--- src/rtl/serctl_pkg.sv ---
package serctl_pkg;
  localparam int unsigned ADDR_W   = 7;
  localparam int unsigned DATA_W   = 8;
  localparam int unsigned CNT_W    = 5;
  localparam int unsigned PDN_BIT  = 7;
  localparam int unsigned CRST_BIT = 6;
  localparam logic [DATA_W-1:0] REG0_DFLT = 8'hC0;

  typedef logic [DATA_W-1:0] byte_t;
  typedef logic [ADDR_W-1:0] addr_t;
endpackage

--- src/rtl/serctl_sync.sv ---
module serctl_sync #(
  parameter int unsigned STAGES = 2,
  parameter logic        RST_VAL = 1'b0
) (
  input  logic clk_i,
  input  logic rst_ni,
  input  logic d_i,
  output logic q_o,
  output logic rise_o,
  output logic fall_o
);
  logic [STAGES:0] sh_q;

  always_ff @(posedge clk_i or negedge rst_ni) begin
    if (!rst_ni) sh_q <= {(STAGES+1){RST_VAL}};
    else         sh_q <= {sh_q[STAGES-1:0], d_i};
  end

  assign q_o    = sh_q[STAGES-1];
  assign rise_o = sh_q[STAGES-1] & ~sh_q[STAGES];
  assign fall_o = ~sh_q[STAGES-1] & sh_q[STAGES];
endmodule

--- src/rtl/serctl_shifter.sv ---
module serctl_shifter
  import serctl_pkg::*;
(
  input  logic  clk_i,
  input  logic  rst_ni,
  input  logic  cs_n_i,
  input  logic  sclk_rise_i,
  input  logic  sclk_fall_i,
  input  logic  sdi_i,
  input  logic  ser_off_i,
  input  byte_t rd_data_i,
  output logic  wr_en_o,
  output addr_t addr_o,
  output byte_t wr_data_o,
  output logic  sdo_o,
  output logic  sdo_oe_o
);
  localparam logic [CNT_W-1:0] C_ADDR_END = CNT_W'(1 + ADDR_W);
  localparam logic [CNT_W-1:0] C_LAST     = CNT_W'(ADDR_W + DATA_W);
  localparam logic [CNT_W-1:0] C_DONE     = CNT_W'(1 + ADDR_W + DATA_W);

  logic [CNT_W-1:0]  cnt_q;
  logic              rd_q;
  addr_t             addr_q;
  logic [DATA_W-2:0] dsh_q;
  byte_t             rsh_q;
  byte_t             wdat_q;
  logic              wr_q, oe_q, sdo_q;

  always_ff @(posedge clk_i or negedge rst_ni) begin
    if (!rst_ni) begin
      cnt_q  <= '0;
      rd_q   <= 1'b0;
      addr_q <= '0;
      dsh_q  <= '0;
      rsh_q  <= '0;
      wdat_q <= '0;
      wr_q   <= 1'b0;
      oe_q   <= 1'b0;
      sdo_q  <= 1'b0;
    end else begin
      wr_q <= 1'b0;
      if (cs_n_i || ser_off_i) begin
        cnt_q <= '0;
        oe_q  <= 1'b0;
      end else begin
        if (sclk_rise_i && cnt_q != C_DONE) begin
          cnt_q <= cnt_q + 1'b1;
          if (cnt_q == '0)             rd_q   <= sdi_i;
          else if (cnt_q < C_ADDR_END) addr_q <= {addr_q[ADDR_W-2:0], sdi_i};
          else if (cnt_q < C_LAST)     dsh_q  <= {dsh_q[DATA_W-3:0], sdi_i};
          else begin
            wdat_q <= {dsh_q, sdi_i};
            wr_q   <= ~rd_q;
          end
        end
        if (sclk_fall_i) begin
          // read data is captured once the address is complete
          if (cnt_q == C_ADDR_END && rd_q) begin
            oe_q  <= 1'b1;
            sdo_q <= rd_data_i[DATA_W-1];
            rsh_q <= {rd_data_i[DATA_W-2:0], 1'b0};
          end else if (oe_q && cnt_q > C_ADDR_END && cnt_q < C_DONE) begin
            sdo_q <= rsh_q[DATA_W-1];
            rsh_q <= {rsh_q[DATA_W-2:0], 1'b0};
          end else begin
            oe_q <= 1'b0;
          end
        end
      end
    end
  end

  assign wr_en_o   = wr_q;
  assign addr_o    = addr_q;
  assign wr_data_o = wdat_q;
  assign sdo_o     = sdo_q;
  assign sdo_oe_o  = oe_q;
endmodule

--- src/rtl/serctl_regbank.sv ---
module serctl_regbank
  import serctl_pkg::*;
#(
  parameter int unsigned NREG = 13,
  localparam int unsigned CTL_W = NREG * DATA_W,
  localparam int unsigned IDX_W = $clog2(NREG)
) (
  input  logic             clk_i,
  input  logic             rst_ni,
  input  logic             wr_en_i,
  input  addr_t            addr_i,
  input  byte_t            wr_data_i,
  input  logic             ser_off_i,
  input  logic [CTL_W-1:0] pins_i,
  output byte_t            rd_data_o,
  output logic [CTL_W-1:0] ctl_o,
  output logic [CTL_W-1:0] regs_flat_o,
  output logic             pdn_no,
  output logic             crst_no
);
  localparam addr_t NREG_A = ADDR_W'(NREG);

  byte_t regs_q [NREG];
  logic  hit;

  assign hit     = addr_i < NREG_A;
  assign pdn_no  = pins_i[PDN_BIT]  & regs_q[0][PDN_BIT];
  assign crst_no = pins_i[CRST_BIT] & regs_q[0][CRST_BIT];

  for (genvar i = 0; i < NREG; i++) begin : g_reg
    localparam byte_t DFLT = (i == 0) ? REG0_DFLT : '0;

    always_ff @(posedge clk_i or negedge rst_ni) begin
      if (!rst_ni)                      regs_q[i] <= DFLT;
      else if (!pdn_no || ser_off_i)    regs_q[i] <= DFLT;
      else if (wr_en_i && hit && addr_i[IDX_W-1:0] == IDX_W'(i))
                                        regs_q[i] <= wr_data_i;
    end

    assign regs_flat_o[i*DATA_W +: DATA_W] = regs_q[i];

    if (i == 0) begin : g_neg
      for (genvar b = 0; b < DATA_W; b++) begin : g_bit
        if (b == PDN_BIT || b == CRST_BIT) begin : g_and
          assign ctl_o[b] = pins_i[b] & regs_q[0][b];
        end else begin : g_or
          assign ctl_o[b] = pins_i[b] | regs_q[0][b];
        end
      end
    end else begin : g_pos
      assign ctl_o[i*DATA_W +: DATA_W] = pins_i[i*DATA_W +: DATA_W] | regs_q[i];
    end
  end

  always_comb begin
    rd_data_o = '0;
    for (int i = 0; i < NREG; i++) begin
      if (hit && addr_i[IDX_W-1:0] == IDX_W'(i)) rd_data_o = regs_q[i];
    end
  end
endmodule

--- src/rtl/serial_ctrl_regs.sv ---
module serial_ctrl_regs
  import serctl_pkg::*;
#(
  parameter int unsigned NREG = 13,
  parameter int unsigned SYNC_STAGES = 2,
  localparam int unsigned CTL_W = NREG * DATA_W
) (
  input  logic             clk_i,
  input  logic             rst_ni,
  input  logic             cs_ni,
  input  logic             sclk_i,
  input  logic             sdi_i,
  input  logic             ser_off_i,
  input  logic [CTL_W-1:0] ctl_pins_i,
  output logic             sdo_o,
  output logic             sdo_oe_o,
  output logic [CTL_W-1:0] ctl_o,
  output logic             pdn_no,
  output logic             crst_no
);
  logic       sclk_q, sclk_rise, sclk_fall;
  logic       cs_q, cs_rise_unused, cs_fall_unused;
  logic       sdi_q, sdi_rise_unused, sdi_fall_unused;
  logic       wr_en;
  addr_t      addr;
  byte_t      wr_data, rd_data;
  logic [CTL_W-1:0] regs_flat;

  serctl_sync #(.STAGES(SYNC_STAGES), .RST_VAL(1'b0)) u_sync_sclk (
    .clk_i(clk_i), .rst_ni(rst_ni), .d_i(sclk_i),
    .q_o(sclk_q), .rise_o(sclk_rise), .fall_o(sclk_fall));

  serctl_sync #(.STAGES(SYNC_STAGES), .RST_VAL(1'b1)) u_sync_cs (
    .clk_i(clk_i), .rst_ni(rst_ni), .d_i(cs_ni),
    .q_o(cs_q), .rise_o(cs_rise_unused), .fall_o(cs_fall_unused));

  serctl_sync #(.STAGES(SYNC_STAGES), .RST_VAL(1'b0)) u_sync_sdi (
    .clk_i(clk_i), .rst_ni(rst_ni), .d_i(sdi_i),
    .q_o(sdi_q), .rise_o(sdi_rise_unused), .fall_o(sdi_fall_unused));

  serctl_shifter u_shift (
    .clk_i(clk_i), .rst_ni(rst_ni), .cs_n_i(cs_q),
    .sclk_rise_i(sclk_rise), .sclk_fall_i(sclk_fall), .sdi_i(sdi_q),
    .ser_off_i(ser_off_i), .rd_data_i(rd_data),
    .wr_en_o(wr_en), .addr_o(addr), .wr_data_o(wr_data),
    .sdo_o(sdo_o), .sdo_oe_o(sdo_oe_o));

  serctl_regbank #(.NREG(NREG)) u_bank (
    .clk_i(clk_i), .rst_ni(rst_ni), .wr_en_i(wr_en), .addr_i(addr),
    .wr_data_i(wr_data), .ser_off_i(ser_off_i), .pins_i(ctl_pins_i),
    .rd_data_o(rd_data), .ctl_o(ctl_o), .regs_flat_o(regs_flat),
    .pdn_no(pdn_no), .crst_no(crst_no));
endmodule

--- config.mk ---
export PLATFORM = sky130hd
export DESIGN_NAME = serial_ctrl_regs
export DESIGN_NICKNAME = d
export VERILOG_FILES = /design/src/rtl/serctl_pkg.sv /design/src/rtl/serctl_sync.sv /design/src/rtl/serctl_shifter.sv /design/src/rtl/serctl_regbank.sv /design/src/rtl/serial_ctrl_regs.sv
export SDC_FILE = /design/constraint.sdc
export NUM_CORES = 1
export LEC_CHECK = 0
export ABC_AREA = 1
export CAP_MARGIN = 0
export CORE_MARGIN = 3
export CORE_UTILIZATION = 50
export DETAILED_ROUTE_END_ITERATION = 8
export DONT_BUFFER_PORTS = 1
export HOLD_SLACK_MARGIN = 0.12
export PLACE_DENSITY = 0.61
export REMOVE_ABC_BUFFERS = 1
export SLEW_MARGIN = 20
export SYNTH_ARGS = -nofsm -noshare
export SYNTH_HDL_FRONTEND = slang
export SYNTH_SLANG_ARGS = --single-unit
--- constraint.sdc ---
create_clock -name clk_i -period 3.7 [get_ports clk_i]
set_input_delay 1.11 -clock clk_i [delete_from_list [all_inputs] [get_ports clk_i]]
set_output_delay 1.11 -clock clk_i [all_outputs]
set_load 0.02 [all_outputs]
==> run_results.csv <==
group,metric,value,unit
sta,finalSetupTns,0,ns
logic_synthesis,yosys-top-cells-area,"dfrtp_1 (48%), nand2_1 (13%), or2_2 (8.7%)",
min_path,hp-class,"reg2reg",
setup_path,cp.required,2.59,ns
logic_synthesis,synth-seq-area-share,49.26,%
floorplan,initial_core_util,51.57,%
sta,final_hold_viol_count,0,
setup_path,cp-start-kind,"input pin",
route,drt-wirelength-per-cell,17.97,um
final_layout,num_antenna_cells,0,
floorplan,core-area,14700,um^2
setup_path,path_cells,"or2_2",
placed_design,dp_hpwl,15.49,mm
logic_synthesis,syn_area_per_cell,8.012,um^2
clock_tree,clockRootBuffer,"clkbuf_16",
logic_synthesis,synth.distinct_cells,35,
sta,worst_pin_slew,0.6604,ns
setup_path,cpPeakStageDelay,0.34,ns
pwr,p_leak,3.945,nW
logic_synthesis,synth_warnings,0,
logic_synthesis,synth-async-reset-ratio,100.0,%
logic_synthesis,synth_cells,946,
logic_synthesis,synth_edf_count,0,
outcome,status,"complete, no violations",
floorplan,die-area,16670,um^2
setup_path,end_kind,"output pin",
floorplan,die_x,129.1,um
setup_path,cp.buffers_inverters,0,
global_route,grt_pass1_wl,32.03,mm
sta,fin_crit_sh,69.30,%
setup_path,r2r_slack,1.33,ns
min_path,hold_start,"u_sync_sclk.sh_q[0]",
setup_path,crit_arrival,1.45,ns
route,drc_errors,0,
final_layout,syn2layout_area_growth,10.48,%
clock_tree,clkTransAtPathRegs,0.06,ns
global_route,gr-usage-all-layers,25.03,%
setup_path,reg2reg_depth,10,
floorplan,die_h,129.1,um
setup_path,crit_family,"simple AND/OR/NAND/NOR gates",
logic_synthesis,synth_ff_type,"dfrtp_1",
setup_path,cp_slowest_cell,"or2_2",
pwr,power.density,460.3,nW/um^2
route,drt_wl_total,20.59,mm
placed_design,place_area,7725,um^2
setup_path,timing.rr.start,"u_shift.addr_o[6]",
global_route,grt_start_max_net_pins,150,
setup_path,critical_path_class,"in2out",
route,antenna_left,0,
route,drt_first_pass_iters,5,
route,vias,6198,
clock_tree,h-tree-depth,4,
clock_tree,cts_tree,"built",
min_path,holdPathStages,0,
clock_tree,cts_resized,0,
flow_run,drv_cap,0,
pwr,power,3.854,mW
logic_synthesis,yosys.area.top_type,"dfrtp_1",
clock_tree,clock_latency,0.42,ns
final_layout,fin_nets,1061,
floorplan,num_io_pins,218,
floorplan,rows,44,
route,viasPerCell,5.408,
logic_synthesis,synth_area,7580,um^2
pwr,irDropWorstVdd,0.3136,mV
sta,rsz0062_at_grt,"false",
placed_design,gp_congestion,0.8864,
sta,clock.fmax,390.0,MHz
clock_tree,clock_path_buffers,2,
final_layout,drive_above_1_share,20.58,%
final_layout,fillCellCount,1371,
clock_tree,ctsHoldBuffers,0,
logic_synthesis,synth_seq_cells,149,
global_route,grt_overflow,0,
global_route,antenna_found_initial,0,
clock_tree,cts_buffers,17,
sta,period_needed,2.564,ns
final_layout,design_area,8374,um^2
clock_tree,cts_sinks,149,
sta,slew_viol_final,0,
route,drt_iter0_markers,413,
global_route,grt_pass1_vias,5952,
logic_synthesis,synth_top_area_share,47.87,%
sta,clock_skew,0.004680,ns
sta,relSlewSlack,55.97,%
setup_path,path_max_fanout,1,
clock_tree,post_cts_buffers,0,
placed_design,port_buffers,0,
setup_path,r2r_end,"u_bank.regs_flat_o[60]",
sta,setup_violations,0,
min_path,whs_endpoint,"u_sync_sclk.sh_q[1]",
==> cells in the mapped netlist, types with 2 or more instances <==
cell type / instances
clkbuf_1: 5
inv_2: 15
o21ai_2: 4
nor3_1: 2
buf_4: 5
ha_1: 2
nor3_2: 2
nand3_1: 23
nor3_4: 2
a21oi_2: 5
a21oi_1: 11
inv_1: 96
nor2_1: 60
or2_2: 106
nor2_4: 10
dfrtp_1: 145
nand2_1: 263
nand4_1: 19
buf_2: 8
nand2_2: 8
dfstp_2: 4
o21ai_0: 108
o21ai_1: 29
nor2_2: 3
==> metrics by stage <==
stage / worst slack (ns) / hold slack (ns) / std cells / utilization [%]
after global placement: 1.120 / 0.3368 / 1114 / 52.55
after detailed placement: 1.111 / 0.3418 / 1114 / 52.55
after global routing: 1.113 / 0.3571 / 1146 / 56.97
final: 1.136 / 0.3513 / 1146 / 56.97
after floorplan: 0.5792 / 0.3312 / 927 / -
after CTS: 1.135 / 0.3556 / 1146 / 56.97
==> kinds of logic after synthesis <==
logic type | after synthesis | synth area share (%)
AO/OA/AOI/OAI | 163 | 11.97
XOR/XNOR | 1 | 0.1156
adder cells (fa/ha/maj) | 2 | 0.3301
buffers and inverters | 130 | 6.917
flip-flops | 149 | 49.26
AND/OR/NAND/NOR | 501 | 31.41
==> worst max-delay path by stage <==
stage	start	slack [ns]	cells past startpoint	end
final	ctl_pins_i[14]	1.14	1	ctl_o[14]
after global routing	ctl_pins_i[7]	1.11	2	ctl_o[7]
after CTS	ctl_pins_i[14]	1.13	1	ctl_o[14]
after detailed placement	ser_off_i	1.11	6	u_shift.rsh_q[6]
after global placement	ser_off_i	1.12	6	u_shift.sdo_o
after floorplan	ctl_pins_i[7]	0.58	5	u_bank.regs_flat_o[100]
==> cell type report <==
class | instances | area (um^2) | area share [%]
Sequential cell | 149 | 3734 | 44.58
Clock inverter | 13 | 206.4 | 2.465
Timing Repair Buffer | 3 | 22.52 | 0.2689
Clock buffer | 19 | 442.9 | 5.289
Inverter | 111 | 416.7 | 4.975
Multi-Input combinational cell | 667 | 3322 | 39.67
Tap cell | 184 | 230.2 | 2.749
==> flip-flops by register name, summed over array words and instances (netlist names), 2 cells and up <==
| name | cells |
|---|---|
| u_shift.cnt_q | 5 |
| u_bank.regs_flat_o | 104 |
| u_shift.dsh_q | 7 |
| u_sync_cs.sh_q | 2 |
| u_shift.wr_data_o | 8 |
| u_shift.rsh_q | 7 |
| u_sync_sclk.sh_q | 3 |
| u_sync_sdi.sh_q | 2 |
| u_shift.addr_o | 7 |
==> power by group <==
| group | total (mW) | internal, mW | switching, mW |
|---|---|---|---|
| logic | 0.287 | 0.0774 | 0.210 |
| registers | 1.67 | 1.65 | 0.0190 |
| clock network | 1.90 | 1.21 | 0.683 |
| total | 3.85 | 2.94 | 0.912 |
==> metal layers <==
layer	global-route usage, %	wire length, um
met5	0	0
met4	7.227	322
met3	3.875	839
met2	42.59	10330
met1	33.33	9098
==> placed cells by master (no fill, tap or decap), types with 2 or more instances in the layout <==
cell type | Yosys | layout
dfstp_2 | 4 | 4
inv_1 | 96 | 96
nor3_1 | 2 | 2
nor2_1 | 60 | 60
clkinvlp_4 | 0 | 5
nand2_2 | 8 | 8
nand3_1 | 23 | 23
or2_2 | 106 | 106
nand4_1 | 19 | 19
o21ai_1 | 29 | 29
nor3_2 | 2 | 2
a21oi_1 | 11 | 11
ha_1 | 2 | 2
a21oi_2 | 5 | 5
buf_4 | 5 | 3
bufinv_16 | 0 | 5
o21ai_0 | 108 | 108
nor2_2 | 3 | 3
nor3_4 | 2 | 2
clkinv_2 | 0 | 2
inv_2 | 15 | 15
nor2_4 | 10 | 10
nand2_1 | 263 | 263
dfrtp_1 | 145 | 145
o21ai_2 | 4 | 4
clkbuf_16 | 0 | 17
Power figures use the tool's default switching activity.
